<file path="src/rtl/dseq_pkg.sv">
package dseq_pkg;
  localparam int OFF_W  = 16;
  localparam int SZ_W   = 3;
  localparam int ITLO_W = 9;
  localparam int LNK_W  = 6;
  localparam int IT_W   = ITLO_W + LNK_W;

  typedef enum logic {S_IDLE = 1'b0, S_RUN = 1'b1} run_state_t;

  // Legal unit size codes; the code is also log2 of the unit in bytes.
  function automatic logic size_code_ok(input logic [SZ_W-1:0] c);
    return (c == 3'd0) || (c == 3'd1) || (c == 3'd2) || (c == 3'd4) || (c == 3'd5);
  endfunction
endpackage

</file>
<file path="src/rtl/dseq_cfg_chk.sv">
module dseq_cfg_chk
  import dseq_pkg::*;
#(
  parameter int NB_W = 16
) (
  input  logic [SZ_W-1:0] ssize,
  input  logic [SZ_W-1:0] dsize,
  input  logic [NB_W-1:0] nbytes,
  input  logic [IT_W-1:0] iters,
  output logic            bad,
  output logic [NB_W-1:0] beats
);
  logic [NB_W-1:0] smask, dmask;

  always_comb begin
    smask = (NB_W'(1) << ssize) - NB_W'(1);
    dmask = (NB_W'(1) << dsize) - NB_W'(1);
    bad   = !size_code_ok(ssize) || !size_code_ok(dsize) ||
            (nbytes == '0) || ((nbytes & smask) != '0) ||
            ((nbytes & dmask) != '0) || (iters == '0);
    beats = nbytes >> ssize;
  end
endmodule

</file>
<file path="src/rtl/dseq_addr_unit.sv">
module dseq_addr_unit #(
  parameter int AW    = 32,
  parameter int OFF_W = 16
) (
  input  logic             clk,
  input  logic             rst_n,
  input  logic             load,
  input  logic [AW-1:0]    load_addr,
  input  logic             step,
  input  logic [OFF_W-1:0] offset,
  input  logic             adj_en,
  input  logic [AW-1:0]    adj,
  output logic [AW-1:0]    addr
);
  logic [AW-1:0] off_ext, inc;

  // End adjustment rides on the same adder as the final beat offset.
  assign off_ext = {{(AW-OFF_W){offset[OFF_W-1]}}, offset};
  assign inc     = off_ext + (adj_en ? adj : '0);

  always_ff @(posedge clk or negedge rst_n) begin
    if (!rst_n)    addr <= '0;
    else if (load) addr <= load_addr;
    else if (step) addr <= addr + inc;
  end
endmodule

</file>
<file path="src/rtl/dseq_iter.sv">
module dseq_iter #(
  parameter int IT_W = 15
) (
  input  logic            clk,
  input  logic            rst_n,
  input  logic            load,
  input  logic [IT_W-1:0] load_val,
  input  logic            dec,
  output logic [IT_W-1:0] cur,
  output logic            major_hit,
  output logic            half_hit
);
  logic [IT_W-1:0] begin_q, half_pt;

  assign half_pt   = begin_q >> 1;
  assign major_hit = dec && (cur == IT_W'(1));
  assign half_hit  = dec && (half_pt != '0) && ((cur - IT_W'(1)) == half_pt);

  always_ff @(posedge clk or negedge rst_n) begin
    if (!rst_n) begin
      begin_q <= '0;
      cur     <= '0;
    end else if (load) begin
      begin_q <= load_val;
      cur     <= load_val;
    end else if (dec) begin
      cur <= major_hit ? begin_q : cur - IT_W'(1);
    end
  end
endmodule

</file>
<file path="src/rtl/desc_addr_seq.sv">
module desc_addr_seq
  import dseq_pkg::*;
#(
  parameter int AW   = 32,
  parameter int NB_W = 16
) (
  input  logic              clk,
  input  logic              rst_n,
  input  logic              ld_valid,
  input  logic [AW-1:0]     ld_src_addr,
  input  logic [AW-1:0]     ld_dst_addr,
  input  logic [OFF_W-1:0]  ld_src_off,
  input  logic [OFF_W-1:0]  ld_dst_off,
  input  logic [SZ_W-1:0]   ld_src_size,
  input  logic [SZ_W-1:0]   ld_dst_size,
  input  logic [NB_W-1:0]   ld_inner_bytes,
  input  logic [AW-1:0]     ld_src_last,
  input  logic [AW-1:0]     ld_dst_last,
  input  logic [ITLO_W-1:0] ld_iter_lo,
  input  logic [LNK_W-1:0]  ld_iter_hi,
  input  logic              ld_hi_is_link,
  input  logic              ld_chain_en,
  input  logic              ld_drop_req,
  input  logic              ld_half_irq_en,
  input  logic              ld_major_irq_en,
  input  logic              sw_start,
  input  logic              hw_req,
  input  logic              req_en_set,
  output logic              req_en,
  output logic              beat_valid,
  input  logic              beat_ready,
  output logic [AW-1:0]     beat_src,
  output logic [AW-1:0]     beat_dst,
  output logic [SZ_W-1:0]   beat_src_size,
  output logic [SZ_W-1:0]   beat_dst_size,
  output logic              active,
  output logic              done,
  output logic              irq_major,
  output logic              irq_half,
  output logic              cfg_err,
  output logic              sg_load_req,
  output logic [AW-1:0]     sg_next_addr,
  output logic [IT_W-1:0]   iter_left
);
  localparam int SIDES = 2;

  run_state_t       state_q;
  logic             loaded_q;
  logic [NB_W-1:0]  beats_q;
  logic [SZ_W-1:0]  ssize_q, dsize_q;
  logic [OFF_W-1:0] soff_q, doff_q;
  logic [NB_W-1:0]  nbytes_q;
  logic [AW-1:0]    slast_q, dlast_q;
  logic             chain_q, drop_q, hirq_q, mirq_q;
  logic             req_en_q, done_q, cfg_err_q;
  logic             irq_major_q, irq_half_q, sg_req_q;

  logic             ld_acc, trig, go, err_evt, fire, minor_end;
  logic             major_hit, half_hit, cfg_bad;
  logic [NB_W-1:0]  beats_calc;
  logic [IT_W-1:0]  eff_iters;

  logic [SIDES-1:0][AW-1:0]    au_base, au_adj, au_addr;
  logic [SIDES-1:0][OFF_W-1:0] au_off;
  logic [SIDES-1:0]            au_adj_en;

  // Outer count: high field is count bits unless it names a link target.
  assign eff_iters = ld_hi_is_link ? IT_W'(ld_iter_lo) : {ld_iter_hi, ld_iter_lo};

  assign ld_acc    = ld_valid && (state_q == S_IDLE);
  assign trig      = (sw_start || (hw_req && req_en_q)) && loaded_q &&
                     (state_q == S_IDLE) && !ld_valid;
  assign go        = trig && !cfg_bad;
  assign err_evt   = trig && cfg_bad;
  assign fire      = (state_q == S_RUN) && beat_ready;
  assign minor_end = fire && (beats_q == NB_W'(1));

  dseq_cfg_chk #(.NB_W(NB_W)) u_cfg (
    .ssize (ssize_q),
    .dsize (dsize_q),
    .nbytes(nbytes_q),
    .iters (iter_left),
    .bad   (cfg_bad),
    .beats (beats_calc)
  );

  dseq_iter #(.IT_W(IT_W)) u_iter (
    .clk      (clk),
    .rst_n    (rst_n),
    .load     (ld_acc),
    .load_val (eff_iters),
    .dec      (minor_end),
    .cur      (iter_left),
    .major_hit(major_hit),
    .half_hit (half_hit)
  );

  always_comb begin
    au_base[0]   = ld_src_addr;
    au_base[1]   = ld_dst_addr;
    au_off[0]    = soff_q;
    au_off[1]    = doff_q;
    au_adj[0]    = slast_q;
    au_adj[1]    = dlast_q;
    au_adj_en[0] = major_hit;
    au_adj_en[1] = major_hit && !chain_q;
  end

  for (genvar g = 0; g < SIDES; g++) begin : g_side
    dseq_addr_unit #(.AW(AW), .OFF_W(OFF_W)) u_au (
      .clk      (clk),
      .rst_n    (rst_n),
      .load     (ld_acc),
      .load_addr(au_base[g]),
      .step     (fire),
      .offset   (au_off[g]),
      .adj_en   (au_adj_en[g]),
      .adj      (au_adj[g]),
      .addr     (au_addr[g])
    );
  end

  // Descriptor fields
  always_ff @(posedge clk or negedge rst_n) begin
    if (!rst_n) begin
      loaded_q <= 1'b0;
      ssize_q  <= '0;
      dsize_q  <= '0;
      soff_q   <= '0;
      doff_q   <= '0;
      nbytes_q <= '0;
      slast_q  <= '0;
      dlast_q  <= '0;
      chain_q  <= 1'b0;
      drop_q   <= 1'b0;
      hirq_q   <= 1'b0;
      mirq_q   <= 1'b0;
    end else if (ld_acc) begin
      loaded_q <= 1'b1;
      ssize_q  <= ld_src_size;
      dsize_q  <= ld_dst_size;
      soff_q   <= ld_src_off;
      doff_q   <= ld_dst_off;
      nbytes_q <= ld_inner_bytes;
      slast_q  <= ld_src_last;
      dlast_q  <= ld_dst_last;
      chain_q  <= ld_chain_en;
      drop_q   <= ld_drop_req;
      hirq_q   <= ld_half_irq_en;
      mirq_q   <= ld_major_irq_en;
    end
  end

  // Run control and status
  always_ff @(posedge clk or negedge rst_n) begin
    if (!rst_n) begin
      state_q     <= S_IDLE;
      beats_q     <= '0;
      done_q      <= 1'b0;
      cfg_err_q   <= 1'b0;
      req_en_q    <= 1'b0;
      irq_major_q <= 1'b0;
      irq_half_q  <= 1'b0;
      sg_req_q    <= 1'b0;
    end else begin
      irq_major_q <= major_hit && mirq_q;
      irq_half_q  <= half_hit && hirq_q;
      sg_req_q    <= major_hit && chain_q;

      if (go) begin
        state_q <= S_RUN;
        beats_q <= beats_calc;
      end else if (fire) begin
        beats_q <= beats_q - NB_W'(1);
        if (minor_end) state_q <= S_IDLE;
      end

      if (go || ld_acc)   done_q <= 1'b0;
      else if (major_hit) done_q <= 1'b1;

      if (ld_acc)       cfg_err_q <= 1'b0;
      else if (err_evt) cfg_err_q <= 1'b1;

      if (major_hit && drop_q) req_en_q <= 1'b0;
      else if (req_en_set)     req_en_q <= 1'b1;
    end
  end

  assign active        = (state_q == S_RUN);
  assign beat_valid    = (state_q == S_RUN);
  assign beat_src      = au_addr[0];
  assign beat_dst      = au_addr[1];
  assign beat_src_size = ssize_q;
  assign beat_dst_size = dsize_q;
  assign done          = done_q;
  assign cfg_err       = cfg_err_q;
  assign req_en        = req_en_q;
  assign irq_major     = irq_major_q;
  assign irq_half      = irq_half_q;
  assign sg_load_req   = sg_req_q;
  assign sg_next_addr  = dlast_q;
endmodule

</file>
<file path="config.mk">
export PLATFORM = sky130hd
export DESIGN_NAME = desc_addr_seq
export DESIGN_NICKNAME = d
export VERILOG_FILES = /design/src/rtl/dseq_pkg.sv /design/src/rtl/dseq_cfg_chk.sv /design/src/rtl/dseq_addr_unit.sv /design/src/rtl/dseq_iter.sv /design/src/rtl/desc_addr_seq.sv
export SDC_FILE = /design/constraint.sdc
export NUM_CORES = 1
export LEC_CHECK = 0
export ABC_AREA = 1
export BUFFER_PORTS_ARGS = -buffer_cell sky130_fd_sc_hd__buf_4
export CAP_MARGIN = 20
export CORE_MARGIN = 2
export CORE_UTILIZATION = 53
export CTS_CLUSTER_SIZE = 25
export DETAILED_ROUTE_END_ITERATION = 10
export PLACE_DENSITY = 0.78
export REMOVE_ABC_BUFFERS = 1
export SLEW_MARGIN = 20
export SYNTH_ARGS = -nofsm -noshare
export SYNTH_HDL_FRONTEND = slang
export SYNTH_SLANG_ARGS = --single-unit
</file>
<file path="constraint.sdc">
create_clock -name clk -period 9.1 [get_ports clk]
set_input_delay 0.455 -clock clk [delete_from_list [all_inputs] [get_ports clk]]
set_output_delay 0.455 -clock clk [all_outputs]
set_load 0.02 [all_outputs]
</file>
After elaboration in Yosys (flattened, before gate mapping)
Cells that the tools add are included.
{ "word_totals": {"regBits": 240, "latchBits": 0, "mem_bits_rw": 0, "romBits": 0, "out_inout_bits": 125, "memories": 0} }
{ "classes": {"add_sub_neg": 8, "n_mul": 0, "div": 0, "order_cmp": 0, "n_eq_ne": 11, "shift": 3, "mux": 21, "bitwise": 3, "n_reduce_logical": 52} }
{ "ops": {"columns": ["operator", "count"], "rows": [
  ["2-to-1 mux 32 bit", 6],
  ["adder 32 bit", 4],
  ["2-to-1 mux 15 bit", 4],
  ["bitwise AND 16 bit", 2],
  ["2-to-1 mux 16 bit", 2],
  ["nonzero test 16 bit", 2],
  ["<< shifter 1 x 3 -> 16 bit (first input constant)", 2],
  ["subtractor 16 x 2 -> 16 bit (second input constant)", 2],
  ["logical AND 1 bit", 17],
  ["equality test 16 x 1 -> 1 bit (second input constant)", 1],
  ["zero test 16 bit", 1],
  ["right shift 16 x 3 -> 16 bit", 1],
  ["subtractor 16 x 1 -> 16 bit (second input constant)", 1],
  ["equality test 15 x 1 -> 1 bit (second input constant)", 1],
  ["equality test 15 x 14 -> 1 bit", 1],
  ["zero test 15 bit", 1],
  ["logical OR 1 bit", 15],
  ["nonzero test 15 bit", 1],
  ["subtractor 15 x 1 -> 15 bit (second input constant)", 1],
  ["nonzero test 2 bit", 7],
  ["equality test 3 bit (second input constant)", 4],
  ["2-to-1 mux 1 bit", 9],
  ["equality test 3 x 1 -> 1 bit (second input constant)", 2],
  ["equality test 3 x 2 -> 1 bit (second input constant)", 2],
  ["4 further kinds", 9]
]} }

Longest topological paths before layout
{ "depth": {"ltp_word": 15, "mapped_depth": 26, "ltp_nobuf": 25} }

By module
From an unflattened synthesis, not the netlist that was laid out.
{ "unflattened": {"cells_unflattened": 2684, "area_unflattened_um2": 18293.8} }
{ "by_module_without_submodules": {"columns": ["mod", "n_inst", "cells_per_inst", "area_per_inst_um2", "seq_area_each_um2"], "rows": [
  ["desc_addr_seq", 1, 751, 6127.1, 3653.5],
  ["dseq_addr_unit (g_side[0].u_au)", 1, 703, 4510.6, 800.8],
  ["dseq_addr_unit (g_side[1].u_au)", 1, 699, 4458.0, 800.8],
  ["dseq_iter", 1, 308, 2158.3, 750.7],
  ["dseq_cfg_chk", 1, 223, 1039.7, 0.0]
]} }

Worst setup path after synthesis
OpenSTA, ideal clock, no wires.
{ "synth_timing": {"path_type": "reg-to-reg", "startpoint": "reg u_iter.cur[1]", "endpoint": "reg g_side[0].u_au.addr[23]", "t_arrival_ns": 3.597, "t_required_ns": 8.984, "setup_slack_ns": 5.386, "path_stages_with_launch": 23, "n_path_buf": 2, "synth_period_minus_slack_ns": 3.714, "path_cell_list": "dfrtp_1 -> inv_1 -> ha_1 -> nand2_1 -> nor2_1 -> nand2_2 -> buf_2 -> buf_1 -> nor2_1 -> fa_1 -> ha_1 -> inv_1 -> fa_1 -> o21ai_0 -> nand2_1 -> nand2_1 -> nand2_1 -> nand2_1 -> nand3_1 -> nand3_1 -> nand3_1 -> nand2_1 -> nand2_1"} }
{ "synth_via": {"elab_chain_cells": 7} }
{ "synth_lines": {"columns": ["element", "line", "source"], "rows": [
  ["start: declaration", "dseq_iter.sv:9", "output logic [IT_W-1:0] cur,"],
  ["start signal: assignment", "dseq_iter.sv:25", "cur <= load_val;"],
  ["start signal: assignment", "dseq_iter.sv:27", "cur <= major_hit ? begin_q : cur - IT_W'(1);"],
  ["equality test 15 x 1 -> 1 bit", "dseq_iter.sv:16", "assign major_hit = dec && (cur == IT_W'(1));"],
  ["logical AND 1 bit", "dseq_iter.sv:16", null],
  ["2-to-1 mux 32 bit", "dseq_addr_unit.sv:19", "assign inc = off_ext + (adj_en ? adj : '0);"],
  ["adder 32 bit", "dseq_addr_unit.sv:19", null],
  ["adder 32 bit", "dseq_addr_unit.sv:24", "else if (step) addr <= addr + inc;"],
  ["2-to-1 mux 32 bit", "dseq_addr_unit.sv:24", null],
  ["2-to-1 mux 32 bit", "dseq_addr_unit.sv:23", "else if (load) addr <= load_addr;"],
  ["end signal: assignment", "dseq_addr_unit.sv:23", null],
  ["end signal: assignment", "dseq_addr_unit.sv:24", null],
  ["end: declaration", "dseq_addr_unit.sv:13", "output logic [AW-1:0] addr"]
]} }
Every way passes these cells. The select of a mux whose other input is x is not followed.
A chain may end at the register's enable or synchronous reset.

Worst setup path in the final report
{ "layout_timing": {"startpoint": "reg state_q, in the netlist active", "endpoint": "reg g_side[1].u_au.addr[23]"} }
{ "layout_via": {"elab_chain_cells": 9, "elab_cells_between_ends": 12, "classes_between": "add/sub (2); mux (3); bitwise (1); reduce/logical (6)"} }
{ "layout_lines": {"columns": ["element", "line", "source"], "rows": [
  ["start: declaration", "desc_addr_seq.sv:47", "run_state_t state_q;"],
  ["start signal: assignment", "desc_addr_seq.sv:157", "state_q <= S_IDLE;"],
  ["start signal: assignment", "desc_addr_seq.sv:171", "state_q <= S_RUN;"],
  ["start signal: assignment", "desc_addr_seq.sv:175", "if (minor_end) state_q <= S_IDLE;"],
  ["logical AND 1 bit", "desc_addr_seq.sv:75", "assign fire = (state_q == S_RUN) && beat_ready;"],
  ["logical AND 1 bit", "desc_addr_seq.sv:76", "assign minor_end = fire && (beats_q == NB_W'(1));"],
  ["logical AND 1 bit", "dseq_iter.sv:16", null],
  ["logical AND 1 bit", "desc_addr_seq.sv:106", "au_adj_en[1] = major_hit && !chain_q;"],
  ["2-to-1 mux 32 bit", "dseq_addr_unit.sv:19", null],
  ["adder 32 bit", "dseq_addr_unit.sv:19", null],
  ["adder 32 bit", "dseq_addr_unit.sv:24", null],
  ["2-to-1 mux 32 bit", "dseq_addr_unit.sv:24", null],
  ["2-to-1 mux 32 bit", "dseq_addr_unit.sv:23", null],
  ["end signal: assignment", "dseq_addr_unit.sv:23", null],
  ["end signal: assignment", "dseq_addr_unit.sv:24", null],
  ["end: declaration", "dseq_addr_unit.sv:13", null]
]} }
Parallel ways exist; a longest one is shown, timed or not. The select of a mux whose other input is x is not followed.

==> impl_metrics.env <==
export IMPL_status="completed"
export IMPL_ys_types=46
export IMPL_path_clk_slew_ps=60
export IMPL_topRoutingLayerUsed="met4"
export IMPL_synth_top_cell_by_area="dfrtp_1"
export IMPL_min_period_over_period_pct=53.7
export IMPL_drtIter0Drc=1251
export IMPL_ys_flop_type="dfrtp_1"
export IMPL_fin_crit_ps=4890
export IMPL_crit_arrival_ps=5350
export IMPL_relSlewSlack_pct=29.7
export IMPL_place_area_mm2=0.0201
export IMPL_yosysSeqAreaShare_pct=34.6
export IMPL_drc_errors=0
export IMPL_cts_root_buf="clkbuf_16"
export IMPL_cts_sinks=240
export IMPL_cts_path_max_buffers=3
export IMPL_ys_warn_count=0
export IMPL_path_cells="nand2_2, nor2_1, nand2_1, nor2_1, nand2_2, buf_4, nor2_1, inv_1, buf_4, nor2_1, fa_1, ha_1, inv_1, fa_1, inv_1, nand2_1, nand3_1, nand3_1, nand2_1, nand3_1, nand3_1, nand3_1, nand2_1, nand2_1"
export IMPL_cp_top_family="simple AND/OR/NAND/NOR gates"
export IMPL_path_max_fanout=62
export IMPL_syn_area_per_cell_um2=7.05
export IMPL_routabilityCongestion=0.963
export IMPL_final_cell_mix="nand2_1 (779), buf_4 (343), nor2_1 (325)"
export IMPL_path_class="flop to flop"
export IMPL_required_ps=9560
export IMPL_post_cts_resized=0
export IMPL_cp_slowest_stage_delay_ps=560
export IMPL_worst_hold_path_num_cells=3
export IMPL_crit_slowest_cell="buf_4"
export IMPL_hold_slack_ps=74.6
export IMPL_endpoint_kind="flop"
export IMPL_h_tree_depth=1
export IMPL_cap_violations=0
export IMPL_skew_ps=11.7
export IMPL_synth_top_cell_area_share_pct=34.6
export IMPL_clock_latency_ps=570
export IMPL_tritoncts="yes"
export IMPL_r2r_cells=24
export IMPL_grt_setup_unrepaired="false"
export IMPL_grt_pass1_vias=17200
export IMPL_hpwlAfterDp_um=43100
export IMPL_post_cts_setup_buffers=0
export IMPL_wl_met2_um=26500
export IMPL_die_width_um=185
export IMPL_path_depth=24
export IMPL_vias_per_cell=5.41
export IMPL_grt_total_usage_pct=33.3
export IMPL_core_mm2=0.0324
export IMPL_final_common_cell="nand2_1"
export IMPL_stdcell_count=3220
export IMPL_hp_class="primary input to flop"
export IMPL_ios=334
export IMPL_met3_length_um=3430
export IMPL_final_nets=3097
export IMPL_dieArea_mm2=0.0342
export IMPL_pwr_density_cell_mw_per_mm2=364
export IMPL_vdd_ir_drop_max_uv=217
export IMPL_grt_max_degree=114
export IMPL_start_util_pct=53.6
export IMPL_crit_path_start_kind="flop"
export IMPL_cts_buffers=30
export IMPL_via_count=17400
export IMPL_worstMarginPinSlew_ps=1050
export IMPL_rows=66
export IMPL_yosys_top_cells_area="dfrtp_1 (35%), nand2_1 (17%), fa_1 (7.4%)"
export IMPL_ant_nets=0
export IMPL_fin_tns_setup_ps=0
export IMPL_fill_cells=2919
export IMPL_wire_per_inst_um=17.7
export IMPL_drt_total_wl_um=56900
export IMPL_power_w=0.00774
export IMPL_cp_num_buf_inv=5
export IMPL_grt_antenna_before_repair=0
export IMPL_die_h_um=185
export IMPL_drt_met1_wl_um=24900
export IMPL_detail_route_first_pass_iterations=6
export IMPL_syn2layout_area_growth_pct=22.5
export IMPL_synth_edf_count=0
export IMPL_dp_cells=3162
export IMPL_final_hold_viol_count=0
export IMPL_maxSlewViolCount=0
export IMPL_place_port_buffers=333
export IMPL_grt_pass1_wl_um=90400
export IMPL_synth_ff_latch_count=240
export IMPL_postLayoutCellArea_mm2=0.0213
export IMPL_async_flop_share_pct=100
export IMPL_synth_area_mm2=0.0173
export IMPL_overflow=0
export IMPL_leakage_nw=11.2
export IMPL_clock_fmax_ghz=0.205
export IMPL_syn_inst=2461
export IMPL_setup_violations_final=0
export IMPL_drive_gt1_share_pct=15.6
-- synthesized netlist by cell type (15+ instances only) --
cell type / count
nand3_1: 112
dfrtp_1: 240
buf_2: 18
nand4_1: 27
inv_1: 239
o211ai_1: 15
fa_1: 64
a21oi_1: 120
nand2_1: 779
ha_1: 71
o21ai_0: 226
xor2_1: 43
nor2_1: 327
a31oi_1: 15
clkbuf_1: 51
nor3_1: 17
-- worst register-to-register path: stages, from the launching register on --
cell     delay (ps)
dfrtp_1         460
nand2_2         360
nor2_1          120
nand2_1          80
nor2_1           60
nand2_2          60
buf_4           560
nor2_1          150
inv_1            80
buf_4           360
nor2_1          100
fa_1            500
ha_1            210
inv_1            80
fa_1            490
inv_1            80
nand2_1          50
nand3_1         160
nand3_1         150
nand2_1         220
nand3_1         130
nand3_1         100
nand3_1          80
nand2_1          90
nand2_1          40
-- stage by stage --
stage | util, % | worst slack [ps]
5_1_grt | 65.7 | 3780
3_5_place_dp | 62.1 | 4170
3_3_place_gp | 62.1 | 4250
2_1_floorplan | - | -7180
4_1_cts | 65.7 | 4210
6_report | 65.7 | 4210
-- state kept, by name, indices dropped and copies added (netlist names), 3 cells and up --
name	count
beats_q	16
u_iter.cur	15
g_side.u_au.addr	64
beat_dst_size	3
u_iter.begin_q	15
slast_q	32
beat_src_size	3
nbytes_q	16
doff_q	16
soff_q	16
sg_next_addr	32
-- cell families after synthesis --
family	after synthesis	synth area share, %
simple gates	1296	30.2
compound gates	403	12.4
buf+inv	335	7.70
flops	240	34.6
fa+ha+maj	135	12.5
xor+xnor	50	2.52
mux	2	0.115
-- where the power goes --
part	internal, W	switching [W]
combinational	0.00158	0.00288
sequential	0.00147	0.000461
clock	0.000847	0.000504
total	0.00389	0.00385
-- repair_timing --
action                                 4_1_cts  5_1_grt
endpoints found under the hold margin        1        0
hold buffers                                 1        0
setup endpoints to repair                    0        0
-- final cells by class --
cell class | count | area (um2) | area share [%]
diodes | 1 | 2.50 | 0.0118
clock buffers | 40 | 878 | 4.13
multi-input cells | 1886 | 10000 | 47.1
flip-flops and latches | 240 | 6010 | 28.3
well taps | 442 | 553 | 2.60
clock inverters | 16 | 258 | 1.21
inverters | 250 | 940 | 4.42
repair buffers | 345 | 2600 | 12.2
-- layer usage --
| metal | track usage, % | vias up |
|---|---|---|
| li1 | - | 8426 |
| met3 | 4.90 | 125 |
| met1 | 44.8 | 8244 |
| met5 | 0 | - |
| met2 | 54.8 | 628 |
| met4 | 12.2 | 0 |
-- final timing paths --
path                            slack, ps               start                             endpoint
worst max-delay path                 4210  active$_DFFE_PN0P_  g_side[1].u_au.addr[23]$_DFFE_PN0P_
worst min-delay path                   70      ld_dst_off[11]               doff_q[11]$_DFFE_PN0P_
worst max register to register       4210  active$_DFFE_PN0P_  g_side[1].u_au.addr[23]$_DFFE_PN0P_
worst min register to register        450  drop_q$_DFFE_PN0P_                   req_en$_DFFE_PN0P_
max in group asynchronous            7100               rst_n              slast_q[21]$_DFFE_PN0P_
min in group asynchronous             560               rst_n         sg_next_addr[26]$_DFFE_PN0P_
Note: power is estimated with default switching activity, not from simulation.
